## config.mk

```make
export PLATFORM = sky130hd
export DESIGN_NAME = rf_tx_serializer
export DESIGN_NICKNAME = d
export VERILOG_FILES = /design/src/rtl/rf_tx_serializer_pkg.sv /design/src/rtl/rf_tx_bitclk.sv /design/src/rtl/rf_tx_fsm.sv /design/src/rtl/rf_tx_serializer.sv
export SDC_FILE = /design/constraint.sdc
export NUM_CORES = 1
export LEC_CHECK = 0
export ABC_AREA = 1
export BUFFER_PORTS_ARGS = -buffer_cell sky130_fd_sc_hd__buf_2
export CAP_MARGIN = 20
export CORE_ASPECT_RATIO = 1.5
export CORE_MARGIN = 2
export CORE_UTILIZATION = 35
export CTS_BUF_LIST = sky130_fd_sc_hd__clkbuf_4 sky130_fd_sc_hd__clkbuf_8
export DETAILED_ROUTE_END_ITERATION = 12
export GPL_TIMING_DRIVEN = 1
export PLACE_DENSITY_LB_ADDON = 0.25
export RECOVER_POWER = 50
export SLEW_MARGIN = 40
export SYNTH_ARGS = -nofsm -noshare
export SYNTH_HDL_FRONTEND = slang
export SYNTH_SLANG_ARGS = --single-unit
```

## constraint.sdc

```tcl
create_clock -name clk -period 2.9 [get_ports clk]
set_input_delay 0.725 -clock clk [delete_from_list [all_inputs] [get_ports clk]]
set_output_delay 0.725 -clock clk [all_outputs]
set_load 0.02 [all_outputs]
```

## src/rtl/rf_tx_serializer_pkg.sv

```systemverilog
package rf_tx_serializer_pkg;
  typedef enum logic [1:0] {
    ST_IDLE      = 2'd0,
    ST_RAMP_UP   = 2'd1,
    ST_DATA      = 2'd2,
    ST_RAMP_DOWN = 2'd3
  } tx_state_e;
endpackage

```

## src/rtl/rf_tx_bitclk.sv

```systemverilog
// Bit clock source: internal divider or synchronized external pin.
// Produces a one-cycle strobe for every bit-clock falling edge.
module rf_tx_bitclk #(
  parameter int DIV_W = 8
) (
  input  logic             clk,
  input  logic             rst_n,
  input  logic             cfg_ext_clk,
  input  logic [DIV_W-1:0] cfg_half,
  input  logic             txclk_in,
  output logic             txclk_out,
  output logic             fall_tick
);
  logic [DIV_W-1:0] cnt_q, cnt_d;
  logic             clk_q, clk_d;
  logic             sync1_q, sync2_q, prev_q;
  logic             wrap;

  assign wrap = (cnt_q >= cfg_half);

  always_comb begin
    if (cfg_ext_clk) begin
      cnt_d = '0;
      clk_d = 1'b0;
    end else if (wrap) begin
      cnt_d = '0;
      clk_d = ~clk_q;
    end else begin
      cnt_d = cnt_q + DIV_W'(1);
      clk_d = clk_q;
    end
  end

  always_ff @(posedge clk or negedge rst_n) begin
    if (!rst_n) begin
      cnt_q   <= '0;
      clk_q   <= 1'b0;
      sync1_q <= 1'b0;
      sync2_q <= 1'b0;
      prev_q  <= 1'b0;
    end else begin
      cnt_q   <= cnt_d;
      clk_q   <= clk_d;
      sync1_q <= txclk_in;
      sync2_q <= sync1_q;
      prev_q  <= sync2_q;
    end
  end

  assign txclk_out = clk_q;
  assign fall_tick = cfg_ext_clk ? (prev_q & ~sync2_q)
                                 : (wrap & clk_q);
endmodule

```

## src/rtl/rf_tx_fsm.sv

```systemverilog
// Frame sequencer: ramp-up, byte shifting, ramp-down.
module rf_tx_fsm
  import rf_tx_serializer_pkg::*;
#(
  parameter int RAMP_W = 4,
  parameter int BYTE_W = 8
) (
  input  logic              clk,
  input  logic              rst_n,
  input  logic              tick,
  input  logic              buf_empty,
  input  logic [BYTE_W-1:0] buf_data,
  input  logic [RAMP_W-1:0] cfg_lead,
  input  logic [RAMP_W-1:0] cfg_lag,
  output logic              buf_pop,
  output tx_state_e         state,
  output logic              data_bit,
  output logic              last_bit
);
  localparam int IDX_W = (BYTE_W > 1) ? $clog2(BYTE_W) : 1;
  localparam logic [IDX_W-1:0] LAST_IDX = IDX_W'(BYTE_W - 1);

  tx_state_e         state_q, state_d;
  logic [RAMP_W-1:0] ramp_q, ramp_d;
  logic [IDX_W-1:0]  idx_q, idx_d;
  logic [BYTE_W-1:0] sh_q, sh_d;
  logic              last_q, last_d;

  always_comb begin
    state_d = state_q;
    ramp_d  = ramp_q;
    idx_d   = idx_q;
    sh_d    = sh_q;
    last_d  = last_q;
    buf_pop = 1'b0;
    if (tick) begin
      case (state_q)
        ST_IDLE: begin
          if (!buf_empty) begin
            state_d = ST_RAMP_UP;
            ramp_d  = '0;
          end
        end
        ST_RAMP_UP: begin
          if (ramp_q == cfg_lead) begin
            if (!buf_empty) begin
              buf_pop = 1'b1;
              sh_d    = buf_data;
              idx_d   = '0;
              state_d = ST_DATA;
            end else begin
              state_d = ST_RAMP_DOWN;
              ramp_d  = '0;
            end
          end else begin
            ramp_d = ramp_q + RAMP_W'(1);
          end
        end
        ST_DATA: begin
          if (idx_q == LAST_IDX) begin
            if (!buf_empty) begin
              buf_pop = 1'b1;
              sh_d    = buf_data;
              idx_d   = '0;
            end else begin
              state_d = ST_RAMP_DOWN;
              ramp_d  = '0;
              last_d  = sh_q[0];
            end
          end else begin
            idx_d = idx_q + IDX_W'(1);
            sh_d  = {1'b0, sh_q[BYTE_W-1:1]};
          end
        end
        ST_RAMP_DOWN: begin
          if (ramp_q == cfg_lag) begin
            state_d = ST_IDLE;
          end else begin
            ramp_d = ramp_q + RAMP_W'(1);
          end
        end
        default: state_d = ST_IDLE;
      endcase
    end
  end

  always_ff @(posedge clk or negedge rst_n) begin
    if (!rst_n) begin
      state_q <= ST_IDLE;
      ramp_q  <= '0;
      idx_q   <= '0;
      sh_q    <= '0;
      last_q  <= 1'b0;
    end else begin
      state_q <= state_d;
      ramp_q  <= ramp_d;
      idx_q   <= idx_d;
      sh_q    <= sh_d;
      last_q  <= last_d;
    end
  end

  assign state    = state_q;
  assign data_bit = sh_q[0];
  assign last_bit = last_q;
endmodule

```

## src/rtl/rf_tx_serializer.sv

```systemverilog
module rf_tx_serializer
  import rf_tx_serializer_pkg::*;
#(
  parameter int DIV_W  = 8,
  parameter int RAMP_W = 4,
  parameter int BYTE_W = 8
) (
  input  logic              clk,
  input  logic              rst_n,
  input  logic              cfg_ext_clk,
  input  logic [DIV_W-1:0]  cfg_half,
  input  logic [1:0]        cfg_idle_mode,
  input  logic              cfg_cmd_pol,
  input  logic              cfg_cmd_force,
  input  logic [RAMP_W-1:0] cfg_lead,
  input  logic [RAMP_W-1:0] cfg_lag,
  input  logic              buf_empty,
  input  logic [BYTE_W-1:0] buf_data,
  output logic              buf_pop,
  input  logic              txclk_in,
  output logic              txclk_out,
  output logic              txclk_oe,
  output logic              txd,
  output logic              txd_n,
  output logic              txcmd,
  output logic              txcmd_n
);
  logic      fall_tick;
  tx_state_e st_w;
  logic      data_bit, last_bit;
  logic      in_data, cmd_on, idle_lvl;

  rf_tx_bitclk #(.DIV_W(DIV_W)) u_clk (
    .clk        (clk),
    .rst_n      (rst_n),
    .cfg_ext_clk(cfg_ext_clk),
    .cfg_half   (cfg_half),
    .txclk_in   (txclk_in),
    .txclk_out  (txclk_out),
    .fall_tick  (fall_tick)
  );

  rf_tx_fsm #(.RAMP_W(RAMP_W), .BYTE_W(BYTE_W)) u_fsm (
    .clk      (clk),
    .rst_n    (rst_n),
    .tick     (fall_tick),
    .buf_empty(buf_empty),
    .buf_data (buf_data),
    .cfg_lead (cfg_lead),
    .cfg_lag  (cfg_lag),
    .buf_pop  (buf_pop),
    .state    (st_w),
    .data_bit (data_bit),
    .last_bit (last_bit)
  );

  // Output stage: level selection and polarity
  always_comb begin
    in_data  = (st_w == ST_DATA);
    idle_lvl = cfg_idle_mode[1] ? last_bit : cfg_idle_mode[0];
    txd      = in_data ? data_bit : idle_lvl;
    txd_n    = in_data & ~data_bit;
    cmd_on   = (st_w != ST_IDLE) | cfg_cmd_force;
    txcmd    = cfg_cmd_pol ? cmd_on : ~cmd_on;
    txcmd_n  = ~txcmd;
  end

  assign txclk_oe = ~cfg_ext_clk;
endmodule

```

---- Word-level counts from Yosys, hierarchy flattened ----
Index checks and enable logic that the tools add are counted.
storage, ports and cells
  register bits ........................... 30
  output and inout bits ................... 7
  word-level logic and storage cells ...... 78
cells by class
  $add $sub $neg .......................... 3
  $lt $le $gt $ge ......................... 1
  equal/unequal tests ..................... 12
  mux-type cells .......................... 34
  bitwise gates (word level) .............. 10
  reduce and logical (&&, ||, !) cells .... 8
operator list
  kind                                                   number
  2-to-1 mux 8 bit                                       5
  2-to-1 mux 4 bit                                       5
  one-hot mux 4 bit (4 select lines)                     1
  one-hot mux 8 bit (2 select lines)                     1
  2-to-1 mux 1 bit                                       11
  2-to-1 mux 2 bit                                       5
  2-to-1 mux 3 bit                                       3
  adder 8 x 1 -> 8 bit, second input constant            1
  == test 4 bit                                          2
  greater-or-equal comparator 8 bit                      1
  one-hot mux 2 bit (4 select lines)                     1
  AND reduction 4 bit                                    2
  inequality test 2 x 1 -> 1 bit, second input constant  3
  inequality test 2 bit, second input constant           3
  NOT 1 bit                                              6
  one-hot mux 3 bit (2 select lines)                     1
  AND reduction 6 bit                                    1
  nonzero test 2 bit                                     3
  adder 4 x 1 -> 4 bit, second input constant            1
  == test 2 bit, second input constant                   2
  adder 3 x 1 -> 3 bit, second input constant            1
  AND 1 bit                                              3
  == test 3 bit, second input constant                   1
  AND reduction 3 bit                                    1
  4 further kinds                                        4

---- Longest topological paths before layout ----
Gate-level depths: netlist (run 1).
  depth after elaboration ................. 5
  mapped depth ............................ 14
  mapped depth without buffers ............ 14

---- Cells and area by module ----
Synthesis (run 1) repeated with hierarchy kept, for this count alone.
unflattened totals
  cells, all modules ...................... 362
  area total of the unflattened synthesis .. 2512.4 um^2
modules (own cells, without submodules)
  module            times used  cells an instance  area an instance (um^2)  seq. area each (um^2)
  rf_tx_fsm         1           248                1667.8                   450.4
  rf_tx_bitclk      1           93                 759.5                    300.3
  rf_tx_serializer  1           21                 85.1                     0.0

---- Least setup slack after synthesis (run 1) ----
Ideal clock, no wire load.
  path type ............................... input -> output
  start ................................... input port cfg_half[0]
  end ..................................... output port buf_pop
  arrival ................................. 1969 ps
  required time ........................... 2175 ps
  slack ................................... 206 ps
  stages on the path ...................... 12
  buffers on the path ..................... 1
  cell sequence ........................... ha_1 -> inv_1 -> nand2_1 -> nand2_1 -> nand2_1 -> nand2_1 -> nand2_1 -> nand2_1 -> nand2_1 -> nand3_1 -> clkbuf_1 -> nor2_1
between the ends
  longest elaborated chain between the ends .. 4
RTL lines
  what                               RTL line                RTL
  from (decl)                        rf_tx_serializer.sv:11  input logic [DIV_W-1:0] cfg_half,
  greater-or-equal comparator 8 bit  rf_tx_bitclk.sv:19      assign wrap = (cnt_q >= cfg_half);
  AND 1 bit                          rf_tx_bitclk.sv:52      : (wrap & clk_q);
  2-to-1 mux 1 bit                   rf_tx_bitclk.sv:51      assign fall_tick = cfg_ext_clk ? (prev_q & ~sync2_q)
  2-to-1 mux 1 bit                   rf_tx_fsm.sv:36         if (tick) begin
  to (decl)                          rf_tx_serializer.sv:19  output logic buf_pop,
Every way passes these cells.

---- Worst setup path in the final report (run 1) ----
  start ................................... register u_fsm.state_q[0] (netlist: u_fsm.state[0])
  end ..................................... output port buf_pop
between the ends
  longest elaborated chain between the ends .. 3
  elaborated cells on any way between the ends .. 4
  classes of those cells .................. eq/ne: 2; mux: 2
RTL lines
  what                                                     RTL line         RTL
  from (decl)                                              rf_tx_fsm.sv:23  tx_state_e state_q, state_d;
  from (signal assigned)                                   rf_tx_fsm.sv:95  state_q <= state_d;
  == test 2 bit or == test 2 x 1 -> 1 bit (tied branches)  rf_tx_fsm.sv:37  case (state_q)
  one-hot mux 1 bit (2 select lines) (*)                   rf_tx_fsm.sv:37
  2-to-1 mux 1 bit (*)                                     rf_tx_fsm.sv:36
Every way passes the cells marked *; elsewhere a longest branch is shown, timed or not.

==> reports/results.ini, run 1 <==
[run_status]
run_status = finished, violations left
violations = capacitance limit, slew limit

[worst_setup_path]
r2r_start = u_fsm.state[0]$_DFFE_PN0P_
arrival_ns = 1.96
slowest_delay_ns = 0.42
critPathKind = reg -> out
cp.required_ns = 2.17
worst-path-max-fanout = 5
worst_r2r_path_depth = 10
end_kind = output port
startpoint_type = flop
crit_path_top_delay_cell = dfrtp_1
reg2reg_slack_ns = 0.59
r2r-end = u_fsm.ramp_q[2]$_DFFE_PN0P_
path_cells = inv_1 -> ha_1 -> clkinvlp_4 -> nor2_1 -> inv_1 -> nand3_1 -> nor2_1 -> buf_2

[yosys]
synthCells = 307
yosys_warnings = 0
avgSynthCellArea_um2 = 7.37
synthFlopType = dfrtp_1
ys_ff_latch = 30
synth.distinct_cells = 31
ys_seq_area_frac = 0.332
syn-cell-area_um2 = 2260
syn-num-nets = 357
async_reset_ff_frac = 1.00
synth_edf_count = 0

[final_layout]
nets = 396
instances_no_fill = 421
antenna_cells = 0
fillers = 673
areaGrowthSynthToFinish_pct = 15.3
drive_gt1_frac = 0.176

[power]
peakVddDrop_mv = 0.376
pwr_density_cell_nw_per_um2 = 769
leakage_nw = 1.37

[die]
die_area_um2 = 7140
die_width_um = 69.7
io_pins = 40
num_rows = 35
start_util = 0.364
core_area_um2 = 6220
die_h_um = 102

[timing]
setup_viol = 0
fmax_mhz = 372
timing.slew.headroom = -0.130
rsz0062_at_grt = false
hold_viol = 0
fin_setup_tns_ns = 0
finalMaxSlewViolations = 31
worstMarginPinSlew_ns = 1.69
fin_skew_ns = 0.00732
fin_crit_sh = 0.926
period_needed_ns = 2.69

[clock_tree]
cts_max_path_buffers = 2
htreeDepth = 2
cts_tree = yes
cts.sinks = 30
clock_latency_ns = 0.28
numCtsBuffers = 5
root_buffer = clkbuf_8
clk_pin_slew_ns = 0.07
cts.hold.buffers_added = 0

[routing]
vias = 2035
drtIter0Drc = 60
wl_per_cell_um = 12.1
drc_errors = 0
via_per_inst = 4.83
antenna_left = 0
wirelength_um = 5120
drt_pre_antenna_iters = 4

[worst_hold_path]
hold_path.class = reg -> reg
worstHoldStart = u_clk.sync1_q$_DFF_PN0_
worstHoldEndpoint = u_clk.sync2_q$_DFF_PN0_
whs_path_depth = 0

[global_routing]
grt.total_usage = 0.157
grt_pass1_vias = 1996
grt_max_degree = 31
antenna_found_initial = 0
globalRoute.totalOverflow = 0
grt_pass1_wl_um = 9070

[placed_design]
hpwl_um = 3720
io_buffers = 39
place_inst = 412
gp_congestion = 0.779

[run]
drv_cap = 1

## cell usage after synthesis (all sizes together) (2+ instances only)
library cell	number	area [um^2]
a21oi	14	81.3
buf	6	57.6
nand2	81	312
o21bai	6	45.0
nor2	21	88.8
o22ai	4	25.0
clkbuf	7	26.3
nand3	21	105
xnor2	6	52.6
xor2	7	61.3
o21ai	19	95.1
inv	43	161
nor3	3	15.0
ha	17	213
nand3b	11	82.6
nor3b	2	15.0
nand4	4	37.5
dfrtp	30	751
## worst max-delay path, delay by kind of cell, from the launching register on
family / cells / cell delay (ns)
adders and majority gates: 1 / 0.31
buffers and inverters: 4 / 0.58
DFF: 1 / 0.42
and+or+nand+nor: 3 / 0.35
## registers in the layout, indices dropped and copies added, names as in the netlist
name,cells
u_fsm.sh_q,8
u_fsm.last_bit,1
u_fsm.ramp_q,4
u_fsm.idx_q,3
u_clk.prev_q,1
u_fsm.state,2
u_clk.txclk_out,1
u_clk.sync1_q,1
u_clk.sync2_q,1
u_clk.cnt_q,8
## through the flow
| step | power, mW | worst slack (ns) | hold slack [ns] | util | cell area (um^2) |
|---|---|---|---|---|---|
| 2_1_floorplan | 1.43 | 0.206 | 0.331 | - | 2260 |
| 3_3_place_gp | 1.63 | 0.207 | 0.335 | 0.403 | 2500 |
| 3_5_place_dp | 1.64 | 0.213 | 0.357 | 0.403 | 2500 |
| 4_1_cts | 2.01 | 0.118 | 0.365 | 0.418 | 2600 |
| 5_1_grt | 2.20 | 0.0691 | 0.367 | 0.420 | 2610 |
| 6_report | 2.01 | 0.214 | 0.359 | 0.420 | 2610 |
## logic make-up (layout without fill, tap and decap cells)
kind of cell | count (synthesis) | count (layout) | share of synthesized area
AND/OR/NAND/NOR | 145 | 145 | 0.295
buffers and inverters | 56 | 96 | 0.108
AO/OA/AOI/OAI | 45 | 45 | 0.116
flip-flops | 30 | 30 | 0.332
adder cells (fa/ha/maj) | 17 | 17 | 0.0940
XOR/XNOR | 13 | 13 | 0.0503
multiplexers | 1 | 1 | 0.00442
## power breakdown
| part | internal, mW | switching [mW] |
|---|---|---|
| sequential | 0.532 | 0.125 |
| combinational | 0.379 | 0.615 |
| clock | 0.191 | 0.166 |
## how the worst max path moves through the flow
stage,slack (ns),start,cells past startpoint,to
2_1_floorplan,0.21,cfg_half[0],12,buf_pop
3_3_place_gp,0.21,cfg_half[0],13,buf_pop
3_5_place_dp,0.21,cfg_half[0],13,buf_pop
4_1_cts,0.12,u_fsm.state[0]$_DFFE_PN0P_,8,buf_pop
5_1_grt,0.07,u_clk.cnt_q[0]$_DFF_PN0_,13,buf_pop
6_report,0.21,u_fsm.state[0]$_DFFE_PN0P_,8,buf_pop
## area by class of cell
type                    instances  area (um^2)  area share
well taps                      74         92.6      0.0355
clock buffers                   6         82.6      0.0316
inverters                      43          165      0.0633
multi-input cells             221         1270       0.486
flip-flops and latches         30          751       0.288
clock inverters                 2         12.5     0.00479
repair buffers                 45          239      0.0916
## per-layer routing
metal,GRT usage,vias to the layer above,share of wire
met5,0,-,0
met4,0.0444,0,0.0059
met3,0.0293,2,0.030
met2,0.297,33,0.51
met1,0.183,936,0.45
li1,-,1064,-
## cells in the final DEF (no fill, tap or decap), drive strengths merged, types with 2 or more instances in the layout
cell      instances
nand2            81
o22ai             4
xnor2             6
o21bai            6
dfrtp            30
a21oi            14
nor2             21
nand3            21
inv              42
xor2              7
clkbuf            7
buf              44
nor3b             2
nand4             4
ha               17
nand3b           11
clkinvlp          2
o21ai            19
nor3              3
## timing repair
| action | in CTS | in global routing |
|---|---|---|
| setup buffers | 0 | 1 |
| setup endpoints to repair | 0 | 1 |
| resized for setup | 0 | 1 |
(Power assumes the default switching activity.)
==> run 2: changes to the inputs <==
--- a/config.mk
+++ b/config.mk
@@ -8,14 +8,17 @@
 export ABC_AREA = 1
 export BUFFER_PORTS_ARGS = -buffer_cell sky130_fd_sc_hd__buf_2
 export CAP_MARGIN = 20
+export CELL_PAD_IN_SITES_DETAIL_PLACEMENT = 1
+export CELL_PAD_IN_SITES_GLOBAL_PLACEMENT = 2
 export CORE_ASPECT_RATIO = 1.5
 export CORE_MARGIN = 2
-export CORE_UTILIZATION = 35
+export CORE_UTILIZATION = 33
 export CTS_BUF_LIST = sky130_fd_sc_hd__clkbuf_4 sky130_fd_sc_hd__clkbuf_8
 export DETAILED_ROUTE_END_ITERATION = 12
 export GPL_TIMING_DRIVEN = 1
 export PLACE_DENSITY_LB_ADDON = 0.25
 export RECOVER_POWER = 50
+export REMOVE_ABC_BUFFERS = 1
 export SLEW_MARGIN = 40
 export SYNTH_ARGS = -nofsm -noshare
 export SYNTH_HDL_FRONTEND = slang
==> run 2 against run 1 <==
The run still ends with capacitance limit, slew limit left. Combinational power grew 11%. Fmax grew 0.94%. Clock skew shrank 0.0043 ns. Via count grew 2.9%. Core utilization shrank 2.4 points. Total power grew 8.1%. Global-route usage grew 0.90 points. Critical endpoint unchanged. Highest routed layer unchanged.
==> reports/results.ini, run 2 (synthesis gave the netlist of run 1 again) <==
[final_layout]
drive_gt1_frac = 0.188  ; +0.0117
antenna_cells = 0  ; unchanged
instances_no_fill = 430  ; +2.1%
final_cell_mix = nand2_1, inv_1, buf_2, dfrtp_1, nand3_1
areaGrowthSynthToFinish_pct = 18.3
largest_registers = u_clk.cnt_q (8), u_fsm.sh_q (8), u_fsm.ramp_q (4)
nets = 402  ; +1.5%
final_common_cell = nand2_1

[worst_setup_path]
crit_family = buffers and inverters
crit_start = u_fsm.state[0]$_DFFE_PN0P_
crit_path_top_delay_cell = dfrtp_1
cp.required_ns = 2.17  ; about the same
r2r_start = u_fsm.state[0]$_DFFE_PN0P_
end_kind = output port
startpoint_type = flop
critPathBufInv = 3  ; -1
critPathKind = reg -> out
arrival_ns = 1.94  ; -0.02 ns
path_cells = inv_1 -> ha_1 -> clkinvlp_4 -> a21oi_1 -> nand3_1 -> nor2_1 -> buf_2
slowest_delay_ns = 0.42  ; about the same
worst-path-max-fanout = 6  ; +1

[die]
num_rows = 37  ; +5.7%
start_util = 0.335  ; -0.0291
die_width_um = 71.6  ; +2.8%
die_h_um = 105  ; +2.9%
core_area_um2 = 6760  ; +8.7%
io_pins = 40  ; unchanged
die_area_um2 = 7550  ; +5.8%

[routing]
drtIter0Drc = 50  ; -17%
vias = 2095  ; +2.9%
wirelength_um = 5770  ; +13%
antenna_left = 0  ; unchanged
drt_pre_antenna_iters = 4  ; unchanged
wl_per_cell_um = 13.4  ; +11%
drc_errors = 0  ; unchanged
via_per_inst = 4.87  ; +0.79%

[power]
combPwrFrac = 0.507  ; +0.012
total_power_mw = 2.17  ; +8.1%
seqPwrFrac = 0.294  ; -0.033
pwr-share-clk = 0.199  ; +0.022
p_int_mw = 1.23  ; +12%
p_sw_uw = 939  ; +3.7%
peakVddDrop_mv = 0.381  ; +1.3%
pwr_density_cell_nw_per_um2 = 810  ; +5.4%
leakage_nw = 1.41  ; +2.9%
switching_share = 0.433  ; -0.0186

[timing]
timing.slew.headroom = -0.164  ; -0.0345
period_needed_ns = 2.66  ; -0.0251 ns
setup_viol = 0  ; unchanged
hold_viol = 0  ; unchanged
fin_crit_sh = 0.918  ; -0.00866
rsz0062_at_grt = false
fmax_mhz = 376  ; +0.94%
finalMaxSlewViolations = 31  ; unchanged
fin_setup_tns_ns = 0  ; unchanged
fin_skew_ns = 0.00302  ; -0.00430 ns
worstMarginPinSlew_ns = 1.75  ; +0.0517 ns

[run_status]
violations = capacitance limit, slew limit
run_status = finished, violations left

[global_routing]
grt.total_usage = 0.166  ; +0.00898
grt_max_degree = 31  ; unchanged
grt_pass1_wl_um = 10000  ; +11%
antenna_found_initial = 0  ; unchanged
grt_pass1_vias = 2190  ; +9.7%
globalRoute.totalOverflow = 0  ; unchanged

[clock_tree]
cts_tree = yes
cts.sinks = 30  ; unchanged
clock_latency_ns = 0.27  ; about the same
cts_max_path_buffers = 2  ; unchanged
numCtsBuffers = 5  ; unchanged
htreeDepth = 2  ; unchanged
root_buffer = clkbuf_8
clk_pin_slew_ns = 0.07  ; about the same

[run]
drv_cap = 1  ; unchanged

[placed_design]
io_buffers = 39  ; unchanged
hpwl_um = 4530  ; +22%
gp_congestion = 0.832  ; +6.9%
place_inst = 420  ; +1.9%

[worst_hold_path]
hold_path.class = reg -> reg
worstHoldStart = u_clk.sync1_q$_DFF_PN0_

## run 2: changes by cell type in the layout (fill, tap and decap cells not counted)
cell and change:
clkinv_2 -1, buf_4 +6, bufinv_16 +1, clkinvlp_4 -1
## run 2: area by class of cell
| class | instances | area [um^2] |
|---|---|---|
| multi-input cells | 221 | 1270 |
| clock inverters | 1 | 30.0 |
| repair buffers | 51 | 284 |
| well taps | 78 | 97.6 |
| flip-flops and latches | 30 | 751 |
| fillers | 877 | 4080 |
| clock buffers | 6 | 82.6 |
| inverters | 43 | 165 |
## run 2: power groups by stage
stage / Clock, mW / Sequential (mW) / Combinational, mW
after floorplan: 0 / 0.634 / 0.717
after global placement: 0 / 0.643 / 1.07
after detailed placement: 0 / 0.647 / 1.08
after CTS: 0.449 / 0.639 / 1.09
after global routing: 0.466 / 0.654 / 1.26
final: 0.432 / 0.638 / 1.10
## run 2: worst reg2reg max path: cells and delay by family (launching register included)
| kind | cells | cell delay [ns] |
|---|---|---|
| adder cells (fa/ha/maj) | 1 | 0.31 |
| buffers and inverters | 4 | 0.62 |
| AO/OA/AOI/OAI | 1 | 0.26 |
| AND/OR/NAND/NOR | 4 | 0.53 |
| flip-flops | 1 | 0.42 |
## run 2: repair_timing
item,in CTS,in global routing
setup endpoints to repair,0,1
hold buffers,0,0
resized for setup,0,1
setup buffers,0,3
## run 2: through the flow
| step | utilization | cell area, um^2 | worst slack, ns | hold WS (ns) |
|---|---|---|---|---|
| 2_1_floorplan | - | 2180 | 0.0348 | 0.331 |
| 3_3_place_gp | 0.376 | 2540 | 0.252 | 0.333 |
| 3_5_place_dp | 0.376 | 2540 | 0.268 | 0.337 |
| 4_1_cts | 0.392 | 2650 | 0.143 | 0.353 |
| 5_1_grt | 0.396 | 2680 | 0.0563 | 0.371 |
| 6_report | 0.396 | 2680 | 0.239 | 0.350 |
## run 2: worst paths after layout
kind	end	slack [ns]	cells after the start
max	buf_pop	0.24	7
min	u_clk.sync2_q$_DFF_PN0_	0.35	0
max reg2reg	u_fsm.ramp_q[0]$_DFFE_PN0P_	0.63	10
min reg2reg	u_clk.sync2_q$_DFF_PN0_	0.35	0
max in group asynchronous	u_fsm.ramp_q[2]$_DFFE_PN0P_	0.99	1
min in group asynchronous	u_fsm.sh_q[3]$_DFFE_PN0P_	0.91	1
## run 2: per-layer routing
layer  global-route usage  routed length (um)  vias to the layer above
met1                0.188                2370                      990
met3               0.0220                 152                        7
met4               0.0566                 106                        0
met2                0.312                3150                       30
met5                    0                   0                        -
li1                     -                   -                     1068
